<file path="src/rtl/mpx_pkg.sv">
package mpx_pkg;
  localparam int MPX_FUNC_W = 7;

  typedef enum logic [MPX_FUNC_W-1:0] {
    OP_POPCNT  = 7'h30,
    OP_SAD     = 7'h31,
    OP_LZCNT   = 7'h32,
    OP_TZCNT   = 7'h33,
    OP_UNPK_BW = 7'h34,
    OP_UNPK_BL = 7'h35,
    OP_PACK_WB = 7'h36,
    OP_PACK_LB = 7'h37,
    OP_MIN_SB  = 7'h38,
    OP_MIN_SW  = 7'h39,
    OP_MIN_UB  = 7'h3A,
    OP_MIN_UW  = 7'h3B,
    OP_MAX_UB  = 7'h3C,
    OP_MAX_UW  = 7'h3D,
    OP_MAX_SB  = 7'h3E,
    OP_MAX_SW  = 7'h3F
  } mpx_op_e;
endpackage

</file>
<file path="src/rtl/mpx_lane_minmax.sv">
module mpx_lane_minmax #(
  parameter int DATA_W = 64,
  parameter int LANE_W = 8
) (
  input  logic [DATA_W-1:0] a,
  input  logic [DATA_W-1:0] b,
  input  logic              is_signed,
  input  logic              want_max,
  output logic [DATA_W-1:0] y
);
  localparam int NUM_LANES = DATA_W / LANE_W;

  for (genvar g = 0; g < NUM_LANES; g++) begin : g_lane
    logic [LANE_W-1:0] la, lb, ly;
    logic a_lt_b, b_lt_a, pick_a;

    assign la = a[g*LANE_W +: LANE_W];
    assign lb = b[g*LANE_W +: LANE_W];

    always_comb begin
      if (is_signed) begin
        a_lt_b = $signed(la) < $signed(lb);
        b_lt_a = $signed(lb) < $signed(la);
      end else begin
        a_lt_b = la < lb;
        b_lt_a = lb < la;
      end
      // ties fall through to B's lane
      pick_a = want_max ? b_lt_a : a_lt_b;
      ly     = pick_a ? la : lb;
    end

    assign y[g*LANE_W +: LANE_W] = ly;

    // R1 (also R2, R3, R4): a lane result is always one of the operand lanes
    always_comb begin
      assert_lane_from_operand_R1: assert (ly == la || ly == lb)
        else $error("lane result is not an operand lane");
    end

    // a maximum never lies below A, a minimum never lies above A
    always_comb begin
      if (want_max) begin
        assert_max_not_below_R3: assert (is_signed ? ($signed(ly) >= $signed(la)) : (ly >= la))
          else $error("max lane below operand A");
      end else begin
        assert_min_not_above_R3: assert (is_signed ? ($signed(ly) <= $signed(la)) : (ly <= la))
          else $error("min lane above operand A");
      end
    end
  end
endmodule

</file>
<file path="src/rtl/mpx_byte_sad.sv">
module mpx_byte_sad #(
  parameter int DATA_W = 64
) (
  input  logic [DATA_W-1:0] a,
  input  logic [DATA_W-1:0] b,
  output logic [DATA_W-1:0] sum
);
  localparam int NUM_BYTES = DATA_W / 8;
  localparam int SUM_W     = 8 + $clog2(NUM_BYTES);

  logic [7:0]       diff [NUM_BYTES];
  logic [SUM_W-1:0] acc;

  for (genvar g = 0; g < NUM_BYTES; g++) begin : g_diff
    logic [7:0] xa, xb;
    assign xa = a[g*8 +: 8];
    assign xb = b[g*8 +: 8];
    assign diff[g] = (xa >= xb) ? (xa - xb) : (xb - xa);
  end

  always_comb begin
    acc = '0;
    for (int i = 0; i < NUM_BYTES; i++) begin
      acc = acc + SUM_W'(diff[i]);
    end
  end

  assign sum = {{(DATA_W-SUM_W){1'b0}}, acc};

  // the difference sum is zero exactly when the operands match
  always_comb begin
    assert_sad_zero_iff_equal_R5: assert ((sum == '0) == (a == b))
      else $error("SAD zero/equality mismatch");
  end
endmodule

</file>
<file path="src/rtl/mpx_bit_count.sv">
module mpx_bit_count #(
  parameter int DATA_W   = 64,
  parameter bit CNT_TREE = 1'b1,
  localparam int CNT_W   = $clog2(DATA_W) + 1
) (
  input  logic [DATA_W-1:0] b,
  output logic [CNT_W-1:0]  pop_cnt,
  output logic [CNT_W-1:0]  lead_cnt,
  output logic [CNT_W-1:0]  trail_cnt
);
  localparam int LEVELS = $clog2(DATA_W);

  always_comb begin
    pop_cnt = '0;
    for (int i = 0; i < DATA_W; i++) begin
      pop_cnt = pop_cnt + CNT_W'(b[i]);
    end
  end

  if (CNT_TREE) begin : g_tree
    logic [DATA_W-1:0] tl, tt;
    always_comb begin
      tl       = b;
      lead_cnt = '0;
      for (int k = 0; k < LEVELS; k++) begin
        if ((tl >> (DATA_W - (DATA_W >> (k + 1)))) == '0) begin
          lead_cnt = lead_cnt + CNT_W'(DATA_W >> (k + 1));
          tl       = tl << (DATA_W >> (k + 1));
        end
      end
      if (!tl[DATA_W-1]) lead_cnt = lead_cnt + CNT_W'(1);
    end
    always_comb begin
      tt        = b;
      trail_cnt = '0;
      for (int k = 0; k < LEVELS; k++) begin
        if ((tt << (DATA_W - (DATA_W >> (k + 1)))) == '0) begin
          trail_cnt = trail_cnt + CNT_W'(DATA_W >> (k + 1));
          tt        = tt >> (DATA_W >> (k + 1));
        end
      end
      if (!tt[0]) trail_cnt = trail_cnt + CNT_W'(1);
    end
  end else begin : g_scan
    always_comb begin
      lead_cnt = CNT_W'(DATA_W);
      for (int i = 0; i < DATA_W; i++) begin
        if (b[i]) lead_cnt = CNT_W'(DATA_W - 1 - i);
      end
    end
    always_comb begin
      trail_cnt = CNT_W'(DATA_W);
      for (int i = DATA_W - 1; i >= 0; i--) begin
        if (b[i]) trail_cnt = CNT_W'(i);
      end
    end
  end

  // the full-width leading count appears exactly for a zero operand
  always_comb begin
    assert_lead_full_iff_zero_R9: assert ((lead_cnt == CNT_W'(DATA_W)) == (b == '0))
      else $error("leading count / zero mismatch");
  end
  // the same holds for the trailing count
  always_comb begin
    assert_trail_full_iff_zero_R10: assert ((trail_cnt == CNT_W'(DATA_W)) == (b == '0))
      else $error("trailing count / zero mismatch");
  end
  // all bits set leaves no zero bits to count at either end
  always_comb begin
    if (pop_cnt == CNT_W'(DATA_W)) begin
      assert_full_pop_no_zeros_R8: assert (lead_cnt == '0 && trail_cnt == '0)
        else $error("full population with zero count");
    end
  end
endmodule

</file>
<file path="src/rtl/mpx_media_unit.sv">
module mpx_media_unit
  import mpx_pkg::*;
#(
  parameter int DATA_W   = 64,
  parameter bit CNT_TREE = 1'b1
) (
  input  logic [MPX_FUNC_W-1:0] func_code,
  input  logic [DATA_W-1:0]     opnd_a,
  input  logic [DATA_W-1:0]     opnd_b,
  output logic [DATA_W-1:0]     result,
  output logic                  illegal_op
);
  localparam int CNT_W = $clog2(DATA_W) + 1;
  localparam int N_W16 = DATA_W / 16;
  localparam int N_W32 = DATA_W / 32;

  logic              mm_signed_b, mm_max_b, mm_signed_w, mm_max_w;
  logic [DATA_W-1:0] mm_byte, mm_word, sad_sum;
  logic [DATA_W-1:0] unpk_bw, unpk_bl, pack_wb, pack_lb;
  logic [CNT_W-1:0]  pop_cnt, lead_cnt, trail_cnt;

  always_comb begin
    mm_signed_b = (func_code == OP_MIN_SB) || (func_code == OP_MAX_SB);
    mm_max_b    = (func_code == OP_MAX_UB) || (func_code == OP_MAX_SB);
    mm_signed_w = (func_code == OP_MIN_SW) || (func_code == OP_MAX_SW);
    mm_max_w    = (func_code == OP_MAX_UW) || (func_code == OP_MAX_SW);
  end

  mpx_lane_minmax #(.DATA_W(DATA_W), .LANE_W(8)) u_mm_byte (
    .a(opnd_a), .b(opnd_b), .is_signed(mm_signed_b), .want_max(mm_max_b), .y(mm_byte)
  );

  mpx_lane_minmax #(.DATA_W(DATA_W), .LANE_W(16)) u_mm_word (
    .a(opnd_a), .b(opnd_b), .is_signed(mm_signed_w), .want_max(mm_max_w), .y(mm_word)
  );

  mpx_byte_sad #(.DATA_W(DATA_W)) u_sad (
    .a(opnd_a), .b(opnd_b), .sum(sad_sum)
  );

  mpx_bit_count #(.DATA_W(DATA_W), .CNT_TREE(CNT_TREE)) u_cnt (
    .b(opnd_b), .pop_cnt(pop_cnt), .lead_cnt(lead_cnt), .trail_cnt(trail_cnt)
  );

  // byte <-> wider lane movement
  always_comb begin
    unpk_bw = '0;
    unpk_bl = '0;
    pack_wb = '0;
    pack_lb = '0;
    for (int i = 0; i < N_W16; i++) begin
      unpk_bw[i*16 +: 8] = opnd_b[i*8 +: 8];
      pack_wb[i*8 +: 8]  = opnd_b[i*16 +: 8];
    end
    for (int i = 0; i < N_W32; i++) begin
      unpk_bl[i*32 +: 8] = opnd_b[i*8 +: 8];
      pack_lb[i*8 +: 8]  = opnd_b[i*32 +: 8];
    end
  end

  always_comb begin
    illegal_op = 1'b0;
    result     = '0;
    case (func_code)
      OP_POPCNT:  result = {{(DATA_W-CNT_W){1'b0}}, pop_cnt};
      OP_SAD:     result = sad_sum;
      OP_LZCNT:   result = {{(DATA_W-CNT_W){1'b0}}, lead_cnt};
      OP_TZCNT:   result = {{(DATA_W-CNT_W){1'b0}}, trail_cnt};
      OP_UNPK_BW: result = unpk_bw;
      OP_UNPK_BL: result = unpk_bl;
      OP_PACK_WB: result = pack_wb;
      OP_PACK_LB: result = pack_lb;
      OP_MIN_SB, OP_MIN_UB, OP_MAX_UB, OP_MAX_SB: result = mm_byte;
      OP_MIN_SW, OP_MIN_UW, OP_MAX_UW, OP_MAX_SW: result = mm_word;
      default:    illegal_op = 1'b1;
    endcase
  end

  // a flagged code leaves nothing on the result bus
  always_comb begin
    if (illegal_op) begin
      assert_illegal_zero_result_R12: assert (result == '0)
        else $error("illegal code with non-zero result");
    end
  end
  // codes with the top bit set are never accepted
  always_comb begin
    if (func_code[MPX_FUNC_W-1]) begin
      assert_high_code_illegal_R12: assert (illegal_op)
        else $error("high code accepted");
    end
  end
  // unpacked results never set bits above the byte of each lane
  always_comb begin
    if (func_code == OP_UNPK_BW) begin
      assert_unpack_clean_R6: assert ((result & ~{N_W16{16'h00FF}}) == '0)
        else $error("unpack set a pad bit");
    end
  end
endmodule

</file>
<file path="config.mk">
export PLATFORM = sky130hd
export DESIGN_NAME = mpx_media_unit
export DESIGN_NICKNAME = d
export VERILOG_FILES = /design/src/rtl/mpx_pkg.sv /design/src/rtl/mpx_lane_minmax.sv /design/src/rtl/mpx_byte_sad.sv /design/src/rtl/mpx_bit_count.sv /design/src/rtl/mpx_media_unit.sv
export SDC_FILE = /design/constraint.sdc
export NUM_CORES = 1
export LEC_CHECK = 0
export BUFFER_PORTS_ARGS = -buffer_cell sky130_fd_sc_hd__buf_2
export CORE_MARGIN = 2
export CORE_UTILIZATION = 60
export DETAILED_ROUTE_END_ITERATION = 7
export MAX_ROUTING_LAYER = met4
export PLACE_DENSITY = 0.88
export SLEW_MARGIN = 25
export SYNTH_ARGS = -nofsm -noshare
export SYNTH_HDL_FRONTEND = slang
export SYNTH_SLANG_ARGS = --single-unit
</file>
<file path="constraint.sdc">
create_clock -name vclk -period 12.1
set_clock_uncertainty 0.1 [all_clocks]
set_input_delay 0 -clock vclk [all_inputs]
set_output_delay 0 -clock vclk [all_outputs]
set_load 0.02 [all_outputs]
</file>
==> flow_summary.toml, run 1 <==
[yosys]
syn-num-nets = 2104
synthCells = 1685
netlist_area_sq_um = 13000
syn_avg_cell_area_sq_um = 7.70
ys_warn_count = 0
yosysSeqAreaShare_pct = 0
synth_cell_types = 99

[outcome]
outcome = "finished with violations"
violations = "DRC"

[detailed_routing]
drt_first_pass_iters = 8
vias = 14784
wl_um = 58100
drt_iter0_markers = 1661
wire_per_inst_um = 27.4
drc = 26
ant_nets = 0
via_per_inst = 6.97

[cells_and_area]
multiInputGateArea_sq_um = 11700
n_clock_buffer = 0
nFlopsAndLatches = 0
area.sequential_sq_um = 0
drive_above_1_share_pct = 16.0
layout_commonest_cell = "inv_1"
syn_to_final_growth_pct = 9.83
final_cells = 2121
mostFrequentLayoutCells = "287 x inv_1, 200 x buf_2, 175 x ha_1"
fill_cells = 1833
nNetsFinal = 2266

[sta]
finalCriticalPeriod_ns = 8.13
slew-limit-headroom_pct = 33.0
setup_viol = 0
fin_ws_ns = 3.97
rsz0062_at_grt = "no"
tightest_slew_ns = 1.00
max_freq_ghz = 0.123
finalHoldViolCount = 0
slew_violations = 0
post-route-period-util_pct = 67.2
finalSetupTns_ns = 0

[grt]
grt_first_pass_wirelength_um = 84400
grt_overflow_total = 0
grt_pass1_vias = 13973
grt_use_total_pct = 51.3
grt_max_degree = 35
antenna_found_initial = 1

[placed_design]
place_congestion = 1.17
dp_slack_ns = 4.07
dp.cells = 2120
portBuffers = 200
dpl.hpwl_um = 48100

[job]
drv_cap = 0

[setup_path]
critPathMaxStageDelay_ns = 0.68
cp-end-kind = "primary output"
worstSetupPathType = "input port to primary output"
cp.arrival_ns = 8.03
critPathMaxFanout = 9
worst_setup_path_start_kind = "input port"
critPathRequiredTime_ns = 12.00
critPathSlowestCell = "nor2_1"

[floorplan]
die_area_sq_um = 22800
fp.dieH_um = 151
core_region_area_sq_um = 21200
core.rowCount = 53
start_util_pct = 61.4
ioPinCount = 200
die_x_um = 151

[worst_hold_path]
min_path_type = "input port to primary output"

[clock_tree]
postCtsHoldBufs = 0
postCtsSetupBuffers = 0
cts_resized = 0
-- worst paths after layout --
path,start,to,cells after the start,slack [ns]
worst max-delay path,opnd_b[0],result[10],33,3.97
worst min-delay path,opnd_a[45],result[45],3,0.27
-- synthesized netlist by cell type (8+ instances only) --
| library cell | instances | share of area, % |
|---|---|---|
| a21o_1 | 51 | 2.9 |
| a21oi_1 | 150 | 5.8 |
| a221oi_1 | 15 | 1.0 |
| a222oi_1 | 11 | 0.85 |
| a22o_1 | 17 | 1.1 |
| a22oi_1 | 13 | 0.75 |
| a31oi_1 | 13 | 0.63 |
| and2_1 | 10 | 0.48 |
| buf_2 | 8 | 0.31 |
| clkbuf_1 | 36 | 1.0 |
| fa_1 | 109 | 17 |
| ha_1 | 175 | 17 |
| inv_1 | 287 | 8.3 |
| mux2_2 | 26 | 2.3 |
| mux2i_1 | 85 | 6.6 |
| nand2_1 | 69 | 2.0 |
| nand2b_1 | 9 | 0.43 |
| nand3_1 | 26 | 1.0 |
| nand4_1 | 22 | 1.1 |
| nor2_1 | 119 | 3.4 |
| nor2b_1 | 10 | 0.48 |
| nor3_1 | 15 | 0.58 |
| nor4_1 | 11 | 0.53 |
| o211ai_1 | 19 | 1.1 |
| o21a_1 | 10 | 0.58 |
| o21ai_0 | 74 | 2.9 |
| o21ai_1 | 12 | 0.46 |
| o21bai_1 | 10 | 0.58 |
| o221a_2 | 8 | 0.69 |
| o221ai_1 | 53 | 3.6 |
| xnor2_1 | 50 | 3.4 |
| xor2_1 | 24 | 1.6 |
-- worst max-delay path: cells and delay by family --
family          cells  cell delay [ns]
simple gates        3             1.01
xor+xnor            2             0.66
mux                 1             0.23
fa+ha+maj           8             3.34
buf+inv             7             0.70
compound gates     12             2.07
-- cell families after synthesis --
kind of cell               count (synthesis)  synth area share (%)
muxes                                    113                  9.01
adders and majority gates                284                  33.7
AOI/OAI and AO/OA                        525                  28.0
buffers and inverters                    340                  10.2
and+or+nand+nor                          349                  14.1
xor gates and xnor gates                  74                  4.99
-- metal layers --
metal | part of all wire [%] | GRT usage (%) | vias up
li1 | - | - | 6344
met1 | 36 | 62.5 | 6927
met2 | 41 | 74.7 | 1203
met3 | 14 | 14.9 | 310
met4 | 8.7 | 31.7 | 0
met5 | 0 | - | -
-- metrics by stage --
stage                     util, %  hold slack, ns  instance area (sq um)
after global placement       67.2           0.272                  14200
after detailed placement     67.2           0.272                  14200
after global routing         67.4           0.311                  14300
final                        67.4           0.274                  14300
after CTS                    67.2           0.273                  14200
after floorplan                 -          0.0950                  13000
-- area by class of cell --
cell class                      count  share of cell area, %
Antenna cell                        1                 0.0176
Inverter                          287                   7.56
Multi-Input combinational cell   1345                   82.3
Tap cell                          275                   2.41
Timing Repair Buffer              213                   7.71
==> run 2, diff against run 1 <==
--- a/config.mk
+++ b/config.mk
@@ -7,10 +7,10 @@
 export LEC_CHECK = 0
 export BUFFER_PORTS_ARGS = -buffer_cell sky130_fd_sc_hd__buf_2
 export CORE_MARGIN = 2
-export CORE_UTILIZATION = 60
+export CORE_UTILIZATION = 55
 export DETAILED_ROUTE_END_ITERATION = 7
 export MAX_ROUTING_LAYER = met4
-export PLACE_DENSITY = 0.88
+export PLACE_DENSITY = 0.85
 export SLEW_MARGIN = 25
 export SYNTH_ARGS = -nofsm -noshare
 export SYNTH_HDL_FRONTEND = slang
==> constraint.sdc (replaced) <==
create_clock -name vclk -period 7.1
set_clock_uncertainty 0.1 [all_clocks]
set_input_delay 0 -clock vclk [all_inputs]
set_output_delay 0 -clock vclk [all_outputs]
set_load 0.02 [all_outputs]
==> run 2 against run 1 <==
The run ends with setup timing left. Cell count up 7.4%. First-iteration DRC count up 32%. Setup slack worse by 4.0 ns. Final area up 10%. Global-route usage down 0.60 points. Critical path type unchanged. Critical endpoint is now result[6].
==> flow_summary.toml, run 2 (synthesized netlist as in run 1, its figures left out) <==
[outcome]
outcome = "finished with violations"
violations = "setup timing"

[grt]
grt_use_total_pct = 50.7
grt_pass1_vias = 14389
grt_overflow_total = 0
grt_max_degree = 30
antenna_found_initial = 1
grt_first_pass_wirelength_um = 89900

[sta]
fin_ws_ns = -0.0316
rsz0062_at_grt = "yes"
slew-limit-headroom_pct = 22.0
post-route-period-util_pct = 100
max_freq_ghz = 0.140
whs_ns = 0.280
finalCriticalPeriod_ns = 7.13
finalHoldViolCount = 0
setup_viol = 1
tightest_slew_ns = 1.17
slew_violations = 0

[setup_path]
cp-end-kind = "primary output"
critPathSlowestCell = "fa_1"
critPathMaxStageDelay_ns = 0.57
worst_setup_path_start_kind = "input port"
cp.arrival_ns = 7.03
worstSetupPathType = "input port to primary output"
critPathMaxFanout = 3
critPathRequiredTime_ns = 7.00

[detailed_routing]
wire_per_inst_um = 28.2
vias = 15392
drc = 0
drt_iter0_markers = 2199
ant_nets = 0
wl_um = 64100
drt_first_pass_iters = 8
via_per_inst = 6.76

[floorplan]
core_region_area_sq_um = 23300
die_area_sq_um = 24800
fp.dieH_um = 158
start_util_pct = 55.6
core.rowCount = 56
ioPinCount = 200
die_x_um = 158

[placed_design]
dp_slack_ns = -0.356
place_congestion = 1.15
dpl.hpwl_um = 52100
portBuffers = 200

[job]
drv_cap = 0

[cells_and_area]
n_clock_buffer = 0
layout_commonest_cell = "inv_1"
fin_util_pct = 67.3
fill_cells = 1973
nNetsFinal = 2378
drive_above_1_share_pct = 24.7
area.sequential_sq_um = 0
nFlopsAndLatches = 0
syn_to_final_growth_pct = 21.0
mostFrequentLayoutCells = "272 x inv_1, 196 x buf_2, 164 x ha_1"

[clock_tree]
postCtsHoldBufs = 0

[worst_hold_path]
min_path_type = "input port to primary output"
[run 2: per-layer routing]
layer  wire, um  vias up  global-route usage, %
met1      23800     7252                   63.3
met3       9100      342                   17.3
met4       5330        0                   31.3
met2      25900     1241                   70.0
met5          0        -                      -
li1           -     6557                      -
[run 2: area by class of cell]
class                           count  area [sq um]  share of cell area [%]
Multi-Input combinational cell   1345         12200                    77.9
Timing Repair Buffer              325          1980                    12.6
Inverter                          287          1090                    6.92
Tap cell                          319           399                    2.54
Antenna cell                        1          2.50                  0.0159
[run 2: final timing paths]
| kind | start | to | slack [ns] | depth (start not counted) |
|---|---|---|---|---|
| worst max-delay path | opnd_a[8] | result[6] | -0.03 | 36 |
| worst min-delay path | opnd_b[56] | result[56] | 0.28 | 3 |
[run 2: timing repair]
item	CTS	global route
pin swaps	29	67
endpoints found under the setup margin	7	8
resized for setup	33	90
setup buffers	3	7
[run 2: worst max-delay path, delay by kind of cell]
kind / cells / cell delay [ns]
simple gates: 4 / 0.61
buf+inv: 9 / 0.62
mux: 1 / 0.30
compound gates: 12 / 2.07
xor+xnor: 2 / 0.35
fa+ha+maj: 8 / 3.09
[run 2: stage by stage]
stage / cells / TNS (ns) / cell area (sq um)
final: 2277 / -0.0316 / 15700
after global routing: 2277 / -0.944 / 15700
after CTS: 2268 / 0 / 15200
after detailed placement: 2265 / -1.54 / 15000
after global placement: 2265 / -0.467 / 15000
after floorplan: 1685 / 0 / 13000
